[config.mk]
export PLATFORM = sky130hd
export DESIGN_NAME = fccal_status_extractor
export DESIGN_NICKNAME = d
export VERILOG_FILES = /design/src/rtl/fccal_pkg.sv /design/src/rtl/fccal_cursor.sv /design/src/rtl/fccal_group_reg.sv /design/src/rtl/fccal_status_extractor.sv
export SDC_FILE = /design/constraint.sdc
export NUM_CORES = 1
export LEC_CHECK = 0
export BUFFER_PORTS_ARGS = -buffer_cell sky130_fd_sc_hd__buf_2
export CORE_MARGIN = 5
export CORE_UTILIZATION = 47
export CTS_CLUSTER_DIAMETER = 100
export CTS_CLUSTER_SIZE = 25
export DETAILED_ROUTE_END_ITERATION = 12
export GPL_ROUTABILITY_DRIVEN = 0
export GPL_TIMING_DRIVEN = 0
export HOLD_SLACK_MARGIN = 0.12
export PLACE_DENSITY = 0.76
export SYNTH_ARGS = -nofsm -noshare
export SYNTH_HDL_FRONTEND = slang
export SYNTH_SLANG_ARGS = --single-unit
[constraint.sdc]
create_clock -name clk -period 1.7 [get_ports clk]
set_clock_uncertainty 0.15 [all_clocks]
set_input_delay 0.17 -clock clk [delete_from_list [all_inputs] [get_ports clk]]
set_output_delay 0.17 -clock clk [all_outputs]
set_load 0.02 [all_outputs]
[src/rtl/fccal_pkg.sv]
// Shared definitions for the flow-control calendar status extractor.
// Assumes: the calendar depth is a whole number of word groups.
package fccal_pkg;

    // Default geometry of the calendar.
    localparam int unsigned FC_ENTRIES_DEF = 256;
    localparam int unsigned FC_GROUP_W_DEF = 16;

    // Cursor phase within one calendar pass.
    typedef enum logic [1:0] {
        CAL_IDLE = 2'd0,  // no pass open: waiting for a restart word
        CAL_FILL = 2'd1,  // pass open and room left in the vector
        CAL_FULL = 2'd2   // vector filled: surplus entries are dropped
    } cal_phase_e;

endpackage

[src/rtl/fccal_cursor.sv]
// Write cursor for the calendar status vector.
// Decides, for each cycle, whether a word is written and into which group.
// The cursor counts in whole groups, so the group index is the cursor itself.
// Assumes: clear has priority over any word in the same cycle.
module fccal_cursor
    import fccal_pkg::*;
#(
    parameter int unsigned NUM_GROUPS = 16,
    localparam int unsigned PTR_W = $clog2(NUM_GROUPS + 1)
) (
    input  logic             clk,
    input  logic             rst_n,
    input  logic             cw_valid,
    input  logic             cal_restart,
    input  logic             clear,
    output logic             wr_en,
    output logic [PTR_W-1:0] wr_grp,
    output cal_phase_e       phase
);

    localparam logic [PTR_W-1:0] LAST_GRP = PTR_W'(NUM_GROUPS - 1);
    localparam logic [PTR_W-1:0] END_PTR  = PTR_W'(NUM_GROUPS);
    localparam logic [PTR_W-1:0] ONE_PTR  = PTR_W'(1);

    logic [PTR_W-1:0] ptr_q;
    logic [PTR_W-1:0] ptr_d;
    cal_phase_e       phase_q;
    cal_phase_e       phase_d;

    // Select the target group for the current word, if any.
    always_comb begin
        wr_en  = 1'b0;
        wr_grp = '0;
        if (!clear && cw_valid) begin
            if (cal_restart) begin
                wr_en  = 1'b1;
                wr_grp = '0;
            end else if (phase_q == CAL_FILL) begin
                wr_en  = 1'b1;
                wr_grp = ptr_q;
            end
        end
    end

    // Work out the cursor and phase for the next cycle.
    always_comb begin
        ptr_d   = ptr_q;
        phase_d = phase_q;
        if (clear) begin
            ptr_d   = '0;
            phase_d = CAL_IDLE;
        end else if (cw_valid && cal_restart) begin
            ptr_d   = ONE_PTR;
            phase_d = (NUM_GROUPS == 1) ? CAL_FULL : CAL_FILL;
        end else if (cw_valid && phase_q == CAL_FILL) begin
            ptr_d   = ptr_q + ONE_PTR;
            phase_d = (ptr_q == LAST_GRP) ? CAL_FULL : CAL_FILL;
        end
    end

    // Hold cursor state across cycles.
    always_ff @(posedge clk) begin
        if (!rst_n) begin
            ptr_q   <= '0;
            phase_q <= CAL_IDLE;
        end else begin
            ptr_q   <= ptr_d;
            phase_q <= phase_d;
        end
    end

    assign phase = phase_q;

    AST_PTR_BOUND: assert property (@(posedge clk) disable iff (!rst_n)
        ptr_q <= END_PTR);

    AST_RESTART_PTR: assert property (@(posedge clk) disable iff (!rst_n)
        (cw_valid && cal_restart && !clear) |=> (ptr_q == ONE_PTR));

    AST_FULL_MEANS_END: assert property (@(posedge clk) disable iff (!rst_n)
        (phase_q == CAL_FULL) |-> (ptr_q == END_PTR));

    AST_CLEAR_IDLES: assert property (@(posedge clk) disable iff (!rst_n)
        clear |=> (phase_q == CAL_IDLE && ptr_q == '0));

endmodule

[src/rtl/fccal_group_reg.sv]
// One group of calendar status bits.
// Recognises its own index on the shared write bus and stores the word's
// flow-control bits with the earliest entry at the lowest position.
// Assumes: clear and write are never both honoured; clear wins.
module fccal_group_reg #(
    parameter int unsigned GROUP_W = 16,
    parameter int unsigned GRP_IDX = 0,
    parameter int unsigned PTR_W   = 5
) (
    input  logic               clk,
    input  logic               rst_n,
    input  logic               clear,
    input  logic               wr_en,
    input  logic [PTR_W-1:0]   wr_grp,
    input  logic [GROUP_W-1:0] fc_bits,
    output logic [GROUP_W-1:0] q
);

    localparam logic [PTR_W-1:0] MY_IDX = PTR_W'(GRP_IDX);

    logic               sel;
    logic [GROUP_W-1:0] ordered;

    // Decode this group's write select.
    assign sel = wr_en && (wr_grp == MY_IDX);

    // Reverse the field so the earliest entry lands at the lowest bit.
    for (genvar k = 0; k < GROUP_W; k++) begin : g_order
        assign ordered[k] = fc_bits[GROUP_W-1-k];
    end

    // Store, clear or hold the group.
    always_ff @(posedge clk) begin
        if (!rst_n) begin
            q <= '0;
        end else if (clear) begin
            q <= '0;
        end else if (sel) begin
            q <= ordered;
        end
    end

    AST_EARLIEST_LOW: assert property (@(posedge clk) disable iff (!rst_n)
        (sel && !clear) |=> (q[0] == $past(fc_bits[GROUP_W-1])));

    AST_LATEST_HIGH: assert property (@(posedge clk) disable iff (!rst_n)
        (sel && !clear) |=> (q[GROUP_W-1] == $past(fc_bits[0])));

    AST_UNSELECTED_HOLDS: assert property (@(posedge clk) disable iff (!rst_n)
        (!wr_en && !clear) |=> $stable(q));

endmodule

[src/rtl/fccal_status_extractor.sv]
// Flow-control calendar status extractor (top level).
// Rebuilds an XON/XOFF vector from the flow-control groups of received
// control words. A cursor places each group. A restart word reopens the
// pass at position 0. Entries past the end of the vector are dropped, and
// an integrity or alignment error clears the whole vector to XOFF.
// Assumes: all inputs are synchronous to clk (user-side bus clock).
module fccal_status_extractor
    import fccal_pkg::*;
#(
    parameter int unsigned NUM_ENTRIES = FC_ENTRIES_DEF,
    parameter int unsigned GROUP_W     = FC_GROUP_W_DEF,
    localparam int unsigned NUM_GROUPS = NUM_ENTRIES / GROUP_W,
    localparam int unsigned PTR_W      = $clog2(NUM_GROUPS + 1)
) (
    input  logic                   clk,
    input  logic                   rst_n,
    input  logic                   cw_valid,
    input  logic [GROUP_W-1:0]     cw_fc_bits,
    input  logic                   cw_cal_restart,
    input  logic                   crc_err,
    input  logic                   align_lost,
    output logic [NUM_ENTRIES-1:0] xon_status
);

    logic             clear;
    logic             wr_en;
    logic [PTR_W-1:0] wr_grp;
    cal_phase_e       phase;

    // Either link fault forces all channels to XOFF.
    assign clear = crc_err || align_lost;

    // Cursor: decides where each accepted word lands.
    fccal_cursor #(
        .NUM_GROUPS (NUM_GROUPS)
    ) u_cursor (
        .clk         (clk),
        .rst_n       (rst_n),
        .cw_valid    (cw_valid),
        .cal_restart (cw_cal_restart),
        .clear       (clear),
        .wr_en       (wr_en),
        .wr_grp      (wr_grp),
        .phase       (phase)
    );

    // One storage group per word-sized slice of the vector.
    for (genvar g = 0; g < NUM_GROUPS; g++) begin : g_grp
        fccal_group_reg #(
            .GROUP_W (GROUP_W),
            .GRP_IDX (g),
            .PTR_W   (PTR_W)
        ) u_grp (
            .clk     (clk),
            .rst_n   (rst_n),
            .clear   (clear),
            .wr_en   (wr_en),
            .wr_grp  (wr_grp),
            .fc_bits (cw_fc_bits),
            .q       (xon_status[g*GROUP_W +: GROUP_W])
        );
    end

    initial begin
        AST_WHOLE_GROUPS: assert (NUM_ENTRIES % GROUP_W == 0);
    end

    AST_ERR_CLEARS: assert property (@(posedge clk) disable iff (!rst_n)
        clear |=> (xon_status == '0));

    AST_NO_WORD_HOLDS: assert property (@(posedge clk) disable iff (!rst_n)
        (!cw_valid && !clear) |=> $stable(xon_status));

    AST_SURPLUS_DROPPED: assert property (@(posedge clk) disable iff (!rst_n)
        (phase == CAL_FULL && cw_valid && !cw_cal_restart && !clear)
        |=> $stable(xon_status));

    AST_IDLE_IGNORES: assert property (@(posedge clk) disable iff (!rst_n)
        (phase == CAL_IDLE && cw_valid && !cw_cal_restart && !clear)
        |=> $stable(xon_status));

    AST_RESTART_KEEPS_UPPER: assert property (@(posedge clk) disable iff (!rst_n)
        (cw_valid && cw_cal_restart && !clear)
        |=> (xon_status[NUM_ENTRIES-1:GROUP_W] == $past(xon_status[NUM_ENTRIES-1:GROUP_W])));

endmodule

=== Word level (Yosys, flattened, before mapping) ===
Cells that the tools add are included.

* Memories kept: 0
* Register bits after elaboration: 263
* Logic and storage cells: 75
* Latch bits: 0
* ROM bits: 0
* Memory bits (writable): 0
* Input port bits: 22
* Output and inout bits: 256

* Magnitude comparators: 0
* Reduce and logical (&&, ||, !) cells: 25
* $mul: 0
* Add/subtract/negate cells: 1
* Mux-type cells: 11
* Divide/modulo/power cells: 0
* Shift operators: 0
* Eq/ne operators: 17
* Bitwise logic cells: 1

{| class="wikitable"
|+ Operators with widths
! kind !! number
|-
| 5-bit by 4-bit equality test with 1-bit output, second input constant || 9
|-
| 5-bit by 3-bit equality test with 1-bit output, second input constant || 4
|-
| 1-bit logical AND || 19
|-
| 5-bit 2-to-1 mux || 3
|-
| 5-bit by 2-bit equality test with 1-bit output, second input constant || 2
|-
| 1-bit 2-to-1 mux || 7
|-
| 5-bit by 1-bit adder with 5-bit output, second input constant || 1
|-
| 5-bit by 1-bit equality test with 1-bit output, second input constant || 1
|-
| 5-bit zero test || 1
|-
| 3-bit OR reduction || 1
|-
| 2-bit by 1-bit equality test with 1-bit output, second input constant || 1
|-
| 2-bit 2-to-1 mux || 1
|-
| 2-bit nonzero test || 1
|-
| 2-bit OR reduction || 1
|-
| 1-bit zero test || 1
|-
| 1-bit logical OR || 1
|-
| 1-bit NOT || 1
|}

=== Depth between registers and ports, before layout ===
Gate-level depths: netlist (run 1).

* Word-level depth: 6
* Gate-level depth with buffers: 6
* Depth with buffers taken out: 6

=== Modules after synthesis ===
From an unflattened synthesis (run 1), not the netlist that was laid out.

* Cell total of the unflattened synthesis: 1254
* Area, all modules: 11609.9 um2

{| class="wikitable"
|+ Modules (own cells, without submodules)
! module !! sequential area each (um2) !! cells an instance !! instances !! area each (um2)
|-
| fccal_group_reg at g_grp[10].u_grp ... || 320.3 || 76 || 4 || 728.2
|-
| fccal_group_reg at g_grp[11].u_grp ... || 320.3 || 76 || 2 || 694.4
|-
| fccal_group_reg at g_grp[4].u_grp ... || 320.3 || 75 || 2 || 693.2
|-
| fccal_group_reg at g_grp[1].u_grp ... || 320.3 || 76 || 2 || 690.7
|-
| fccal_group_reg at g_grp[13].u_grp ... || 320.3 || 76 || 2 || 681.9
|-
| fccal_group_reg at g_grp[0].u_grp || 320.3 || 75 || 1 || 739.5
|-
| fccal_group_reg at g_grp[3].u_grp || 320.3 || 76 || 1 || 704.4
|-
| fccal_group_reg at g_grp[12].u_grp || 320.3 || 75 || 1 || 690.7
|-
| fccal_group_reg at g_grp[15].u_grp || 320.3 || 76 || 1 || 671.9
|-
| fccal_cursor || 140.1 || 41 || 1 || 364.1
|-
| fccal_status_extractor || 0.0 || 1 || 1 || 6.3
|}

=== Worst setup path before layout (run 1) ===
OpenSTA, ideal clock, no wires.

* Path kind: register to register
* Start point: register u_cursor.ptr_q[1]
* End point: register g_grp[15].u_grp.q[10]
* Data arrival time: 1.538 ns
* Period minus slack after synthesis: 1.820 ns
* Library setup time: 0.132 ns
* Path buffers: 3
* Cell stages (with the launch flop): 7
* Required time: 1.418 ns
* Setup slack: -0.120 ns
* Path through: dfxtp_1 -> buf_4 -> and3b_1 -> clkbuf_1 -> nand4_4 -> buf_6 -> mux2i_1

* Word-level cells in the longest chain between the ends: 5

{| class="wikitable"
|+ Ends and longest elaborated chain
! what !! line !! source
|-
| from (decl) || fccal_cursor.sv:25 || <nowiki>logic [PTR_W-1:0] ptr_q;</nowiki>
|-
| from (signal assigned) || fccal_cursor.sv:67 || <nowiki>ptr_q <= ptr_d;</nowiki>
|-
| 5-bit 2-to-1 mux || fccal_cursor.sv:38 || <nowiki>end else if (phase_q == CAL_FILL) begin</nowiki>
|-
| 5-bit 2-to-1 mux || fccal_cursor.sv:35 || <nowiki>if (cal_restart) begin</nowiki>
|-
| 5-bit 2-to-1 mux || fccal_cursor.sv:34 || <nowiki>if (!clear && cw_valid) begin</nowiki>
|-
| 5-bit by 4-bit equality test with 1-bit output || fccal_group_reg.sv:25 || <nowiki>assign sel = wr_en && (wr_grp == MY_IDX);</nowiki>
|-
| 1-bit logical AND || fccal_group_reg.sv:25 ||
|-
| to (signal assigned) || fccal_group_reg.sv:39 || <nowiki>q <= ordered;</nowiki>
|-
| to (decl) || fccal_group_reg.sv:16 || <nowiki>output logic [GROUP_W-1:0] q</nowiki>
|}

No other way between the ends.
A chain may end at the register's enable or synchronous reset.

=== Worst setup path after layout (run 1) ===
* Start point: register u_cursor.ptr_q[2]
* End point: register g_grp[14].u_grp.q[7]

* Word-level cells in the longest chain between the ends: 5

{| class="wikitable"
|+ Ends and longest elaborated chain
! what !! line
|-
| 5-bit 2-to-1 mux || fccal_cursor.sv:38
|-
| 5-bit 2-to-1 mux || fccal_cursor.sv:35
|-
| 5-bit 2-to-1 mux || fccal_cursor.sv:34
|-
| 5-bit by 4-bit equality test with 1-bit output || fccal_group_reg.sv:25
|-
| 1-bit logical AND || fccal_group_reg.sv:25
|-
| to (signal assigned) || fccal_group_reg.sv:39
|-
| to (decl) || fccal_group_reg.sv:16
|}

No other way between the ends.

==> impl_metrics.toml, run 1 <==
[logic_synthesis]
synth_compound_area_share_pct = 0.561
synth_fa_ha_area_share_pct = 0.255
synth_edf_count = 0
ys.flop_type = "dfxtp_1"
yosysTopAreaCell = "dfxtp_1"
async_flop_share_pct = 0
synth_area_sq_um = 9820
synth_xor_xnor_area_share_pct = 0.178
synthSimpleGateAreaFrac_pct = 15.3
synth_mux_area_share_pct = 26.1
ys_seq_area_share_pct = 53.6
syn-num-nets = 946
yosys-top-cells-area = "dfxtp_1 54%, mux2i_1 26%, nand2_1 11%"
synth_top_family_by_area = "multiplexers"
ys_warn_count = 0
synth_top_area_share_pct = 53.6
ys_types = 35
ys_seq_elements = 263
syn_avg_cell_area_sq_um = 10.6
syn_inst = 922

[setup_path]
path_max_fanout = 7
startpoint_type = "flop"
ff2ff_setup_slack_ns = -0.03
endpoint_kind = "flop"
rr_startpoint = "u_cursor.ptr_q[2]"
rr_endpoint = "g_grp[14].u_grp.q[7]"
critPathArrivalTime_ns = 1.94
crit_type = "flop to flop"
critical_path_required_ns = 1.90
reg2regPathDepth = 5

[timing]
fmax_mhz = 577
fin_hold_ws_ns = 0.157
slew_viol_final = 0
rsz0062_at_grt = "true"
setup_viol = 28
min_period_over_period_pct = 102
tightest_slew_ns = 0.688
setup_ws_ns = -0.0317
slew_headroom_pct = 54.1
hold_violations = 0
fin_crit_ns = 1.73

[detailed_routing]
totalWireLength_um = 30900
vias = 7935
drtIter0Drc = 382
vias_per_cell = 5.11
drt-pass1-iter-count = 5
drtAntennaViolNets = 0
remaining_drc_errors = 0
post_drt_wl_per_cell_um = 19.9

[clock_network]
cts.sinks = 263
clkTransAtPathRegs_ns = 0.10
clockRootBuffer = "clkbuf_16"
numCtsBuffers = 14
clk_latency_ns = 0.50
clockBufferDepth = 3
htreeDepth = 1
cts_tree = "done"

[status]
violations = "negative setup slack"
outcome = "complete, but fails checks"

[finish]
final_core_util_pct = 63.7
layout-drive-gt1-share_pct = 33.9
nets = 1306
diodes = 0
syn_to_final_growth_pct = 32.6

[die]
rows = 52
pin_count = 278
dieWidth_um = 155
core_sq_um = 20400
die-area_sq_um = 23900
die_h_um = 155
start_util_pct = 48.0

[placement]
pre_cts_ws_ns = -0.706
hpwl_um = 21200
port_buffers = 277

[power_and_ir_drop]
leakage_nw = 7.43
vdd_drop_max_mv = 0.806
total_power_mw = 10.1
powerDensity_nw_per_um2 = 776

[global_routing]
antenna_found_initial = 0
grt_start_max_net_pins = 26
grt_pass1_vias = 7898
grt_overflow_total = 0
track_usage_pct = 24.7
grt_pass1_wl_um = 46800

[worst_hold_path]
whs_path_depth = 5
min_path_type = "primary input to flop"
hold_start = "cw_cal_restart"
holdPathEnd = "g_grp[10].u_grp.q[1]"

[job]
cap_viol_max_count = 0
==> repair_timing <==
item	4_1_cts	5_1_grt
endpoints found under the hold margin	100	0
gates resized for setup	61	68
pin swaps	19	6
hold buffers	20	0
setup endpoints to repair	247	206
setup buffers	33	11
gates cloned	2	2
==> placed cells by master, fill, tap and decap left out, types with 4 or more instances in the layout <==
| master | count |
|---|---|
| buf_2 | 287 |
| nand2_1 | 277 |
| mux2i_1 | 256 |
| dfxtp_1 | 256 |
| buf_4 | 27 |
| clkbuf_2 | 22 |
| buf_6 | 21 |
| dlygate4sd3_1 | 20 |
| clkbuf_16 | 19 |
| nand4_4 | 15 |
| buf_8 | 14 |
| clkbuf_1 | 13 |
| buf_12 | 8 |
| dfxtp_2 | 7 |
| a21oi_1 | 5 |
| nor2_1 | 4 |
==> area by class of cell <==
class / count / area (sq um)
timing repair buffer: 345 / 2120
clock buffer: 15 / 375
inverter: 2 / 7.51
fill: 1691 / 7420
tap: 270 / 338
multi-input combinational: 585 / 4300
clock inverter: 1 / 16.3
buffer: 71 / 588
sequential: 263 / 5270
==> cell usage after synthesis (2+ instances only) <==
cell type  number
nand2_1       277
dfxtp_1       263
mux2i_1       256
clkbuf_1       35
buf_2          18
buf_4          11
nand4_4        10
buf_6           6
a21oi_1         5
nand4_2         5
nor2_1          5
and3b_1         2
buf_1           2
ha_1            2
inv_1           2
nor3_4          2
nor4b_1         2
o21ai_0         2
==> report_power, final <==
group	internal (mW)	switching, mW
logic	0.117	0.241
registers	6.16	0.00381
clock network	1.60	1.98
total	7.88	2.22
==> worst max path at each step <==
stage	endpoint	start	slack, ns
global placement	g_grp[7].u_grp.q[4]	align_lost	-0.67
CTS	g_grp[14].u_grp.q[1]	u_cursor.ptr_q[3]	-0.01
finish	g_grp[14].u_grp.q[7]	u_cursor.ptr_q[2]	-0.03
detailed placement	g_grp[7].u_grp.q[6]	align_lost	-0.71
floorplan	g_grp[10].u_grp.q[15]	u_cursor.phase[1]	-0.06
global route	g_grp[14].u_grp.q[7]	u_cursor.ptr_q[2]	-0.11
==> stage by stage <==
stage	instances	cell area [sq um]	TNS (ns)
final	1552	13000	-0.274
after global routing	1552	13000	-5.15
after CTS	1539	12700	-0.0864
after detailed placement	1469	11600	-126.63
after global placement	1469	11600	-120.93
after floorplan	922	9860	-2.89
==> cell families (layout without fill, tap and decap cells) <==
| group | Yosys count | in the layout |
|---|---|---|
| muxes | 256 | 256 |
| xor gates and xnor gates | 2 | 2 |
| AOI/OAI and AO/OA | 9 | 9 |
| buffers and inverters | 74 | 434 |
| adders and majority gates | 2 | 2 |
| DFF | 263 | 263 |
| and+or+nand+nor | 316 | 316 |
==> sequential cells by signal, indices dropped and copies added, names as in the netlist <==
name            flops
g_grp.u_grp.q     256
u_cursor.phase      2
u_cursor.ptr_q      5
==> layer usage <==
metal / GRT usage [%] / part of all wire (%) / wire [um]
met5: 0 / 0 / 0
met4: 5.89 / 2.7 / 821
met3: 7.18 / 9.3 / 2870
met2: 41.0 / 46 / 14200
met1: 31.9 / 42 / 13000
==> critical path, cell delays in order, from the launching register on <==
cell       delay (ns)
dfxtp_2          0.38
buf_8            0.13
nor4bb_4         0.33
nand4_4          0.24
clkbuf_16        0.25
mux2i_1          0.11
Power figures use the tool's default switching activity.
==> inputs of run 2 (changes only) <==
--- a/config.mk
+++ b/config.mk
@@ -7,14 +7,13 @@
 export LEC_CHECK = 0
 export BUFFER_PORTS_ARGS = -buffer_cell sky130_fd_sc_hd__buf_2
 export CORE_MARGIN = 5
-export CORE_UTILIZATION = 47
+export CORE_UTILIZATION = 35
 export CTS_CLUSTER_DIAMETER = 100
 export CTS_CLUSTER_SIZE = 25
 export DETAILED_ROUTE_END_ITERATION = 12
 export GPL_ROUTABILITY_DRIVEN = 0
 export GPL_TIMING_DRIVEN = 0
 export HOLD_SLACK_MARGIN = 0.12
-export PLACE_DENSITY = 0.76
 export SYNTH_ARGS = -nofsm -noshare
 export SYNTH_HDL_FRONTEND = slang
 export SYNTH_SLANG_ARGS = --single-unit
==> impl_metrics.toml, run 2 (synthesis results as in run 1) <==
[finish]
nets = 1298
finalNonFillerCells = 1654
layout-drive-gt1-share_pct = 34.4
final_common_cell = "buf_2"
syn_to_final_growth_pct = 32.8
final_cell_mix = "291 x buf_2, 273 x nand2_1, 257 x dfxtp_1, 255 x mux2i_1, 27 x buf_4"
largest_register_ffs = 256
top_register = "g_grp.u_grp.q"
num-fill-cells = 2638

[timing]
slew_viol_final = 0
min_period_over_period_pct = 102
rsz0062_at_grt = "true"
fmax_mhz = 579
fin_crit_ns = 1.73
hold_violations = 0
setup_ws_ns = -0.0283
setup_viol = 17
tightest_slew_ns = 0.615
slew_headroom_pct = 58.9
fin_tns_setup_ns = -0.198

[setup_path]
critical_path_required_ns = 1.92
rr_endpoint = "g_grp[9].u_grp.q[6]"
reg2regPathDepth = 6
path_delay_family = "buffers and inverters"
crit_type = "flop to flop"
endpoint_kind = "flop"
path_max_fanout = 5
slowest_stage = "dfxtp_4"
ff2ff_setup_slack_ns = -0.03
path_cells = "buf_6 -> nor3b_4 -> buf_6 -> nand4_4 -> clkbuf_16 -> mux2i_1"
crit_buf_inv = 3
critPathArrivalTime_ns = 1.95
startpoint_type = "flop"
max_stage_delay_ns = 0.38
cp_common_cell = "buf_6"
rr_startpoint = "u_cursor.ptr_q[0]"

[detailed_routing]
remaining_drc_errors = 0
drtIter0Drc = 373
post_drt_wl_per_cell_um = 19.6
vias = 7727
totalWireLength_um = 32300
drt-pass1-iter-count = 4
vias_per_cell = 4.67
drtAntennaViolNets = 0

[die]
dieWidth_um = 177
core_sq_um = 27700
die-area_sq_um = 31500
start_util_pct = 35.4
pin_count = 278
die_h_um = 177
rows = 61

[clock_network]
clkTransAtPathRegs_ns = 0.10
clockRootBuffer = "clkbuf_16"
clk_latency_ns = 0.49
numCtsBuffers = 14
cts.sinks = 263
clockBufferDepth = 3
htreeDepth = 1
cts_tree = "done"

[worst_hold_path]
min_path_type = "primary input to flop"
whs_path_depth = 5
hold_start = "crc_err"
holdPathEnd = "g_grp[2].u_grp.q[0]"

[placement]
dpl.cell_count = 1577
hpwl_um = 22300
pre_cts_ws_ns = -0.774
port_buffers = 277

[status]
violations = "negative setup slack"
outcome = "complete, but fails checks"

[global_routing]
grt_overflow_total = 0
grt_pass1_wl_um = 46900
grt_pass1_vias = 7645
antenna_found_initial = 1
track_usage_pct = 19.2
grt_start_max_net_pins = 26

[power_and_ir_drop]
leakage_nw = 7.37
vdd_drop_max_mv = 0.505
powerDensity_nw_per_um2 = 783

[job]
cap_viol_max_count = 0
==> run 2: repair_timing <==
| item | in CTS | in global routing |
|---|---|---|
| pin swaps | 13 | 4 |
| cloned | 0 | 5 |
| hold endpoints to repair | 97 | 19 |
| resized for setup | 43 | 86 |
| buffers inserted | 29 | 7 |
| setup endpoints to repair | 247 | 226 |
| hold buffers | 17 | 3 |
==> run 2: through the flow <==
step                      utilization (%)  power (mW)  instance area, sq um  hold slack (ns)
after floorplan                         -        6.47                  9860            0.160
after global routing                 47.1        10.6                 13000           0.0879
final                                47.1        10.2                 13000            0.107
after global placement               42.3        6.61                 11700            0.291
after detailed placement             42.3        6.61                 11700            0.298
after CTS                            45.8        10.3                 12700         -0.00802
==> run 2: worst max path at each step <==
stage                                       end         startpoint  slack (ns)  depth (start not counted)
after floorplan           g_grp[10].u_grp.q[15]  u_cursor.phase[1]       -0.06                          6
after global placement    g_grp[14].u_grp.q[13]         align_lost       -0.76                          6
final                       g_grp[9].u_grp.q[6]  u_cursor.ptr_q[0]       -0.03                          6
after detailed placement  g_grp[11].u_grp.q[13]         align_lost       -0.77                          6
after CTS                  g_grp[14].u_grp.q[2]  u_cursor.ptr_q[3]      0.0003                          5
after global routing      g_grp[14].u_grp.q[11]  u_cursor.phase[1]       -0.07                          5
==> run 2: worst min-delay path, stage by stage <==
cell and delay (ns):
buf_2 0.13, nor3_4 0.10, nand4_4 0.14, buf_4 0.11, mux2i_1 0.06
==> run 2: cell type report <==
type                       count  area (sq um)  area share, %
antenna                        1          2.50         0.0192
inverter                       2          7.51         0.0576
sequential                   263          5280           40.5
timing repair buffer         338          2030           15.6
buffer                        70           548           4.20
clock buffer                  16           379           2.91
clock inverter                 1          16.3          0.125
multi-input combinational    585          4300           33.0
tap                          378           473           3.63
==> run 2: per-layer routing <==
metal	up-vias	part of all wire, %	track usage (%)	wire [um]
met4	0	1.2	3.00	388
met1	3718	45	25.3	14600
li1	3760	-	-	-
met3	33	7.4	5.22	2400
met5	-	0	0	0
met2	216	46	32.3	14900
==> run 2: report_power, final <==
group | internal [mW] | leakage (nW) | switching, mW
sequential | 6.16 | 2.12 | 0.00376
clock | 1.61 | 0.193 | 2.07
combinational | 0.116 | 5.05 | 0.249
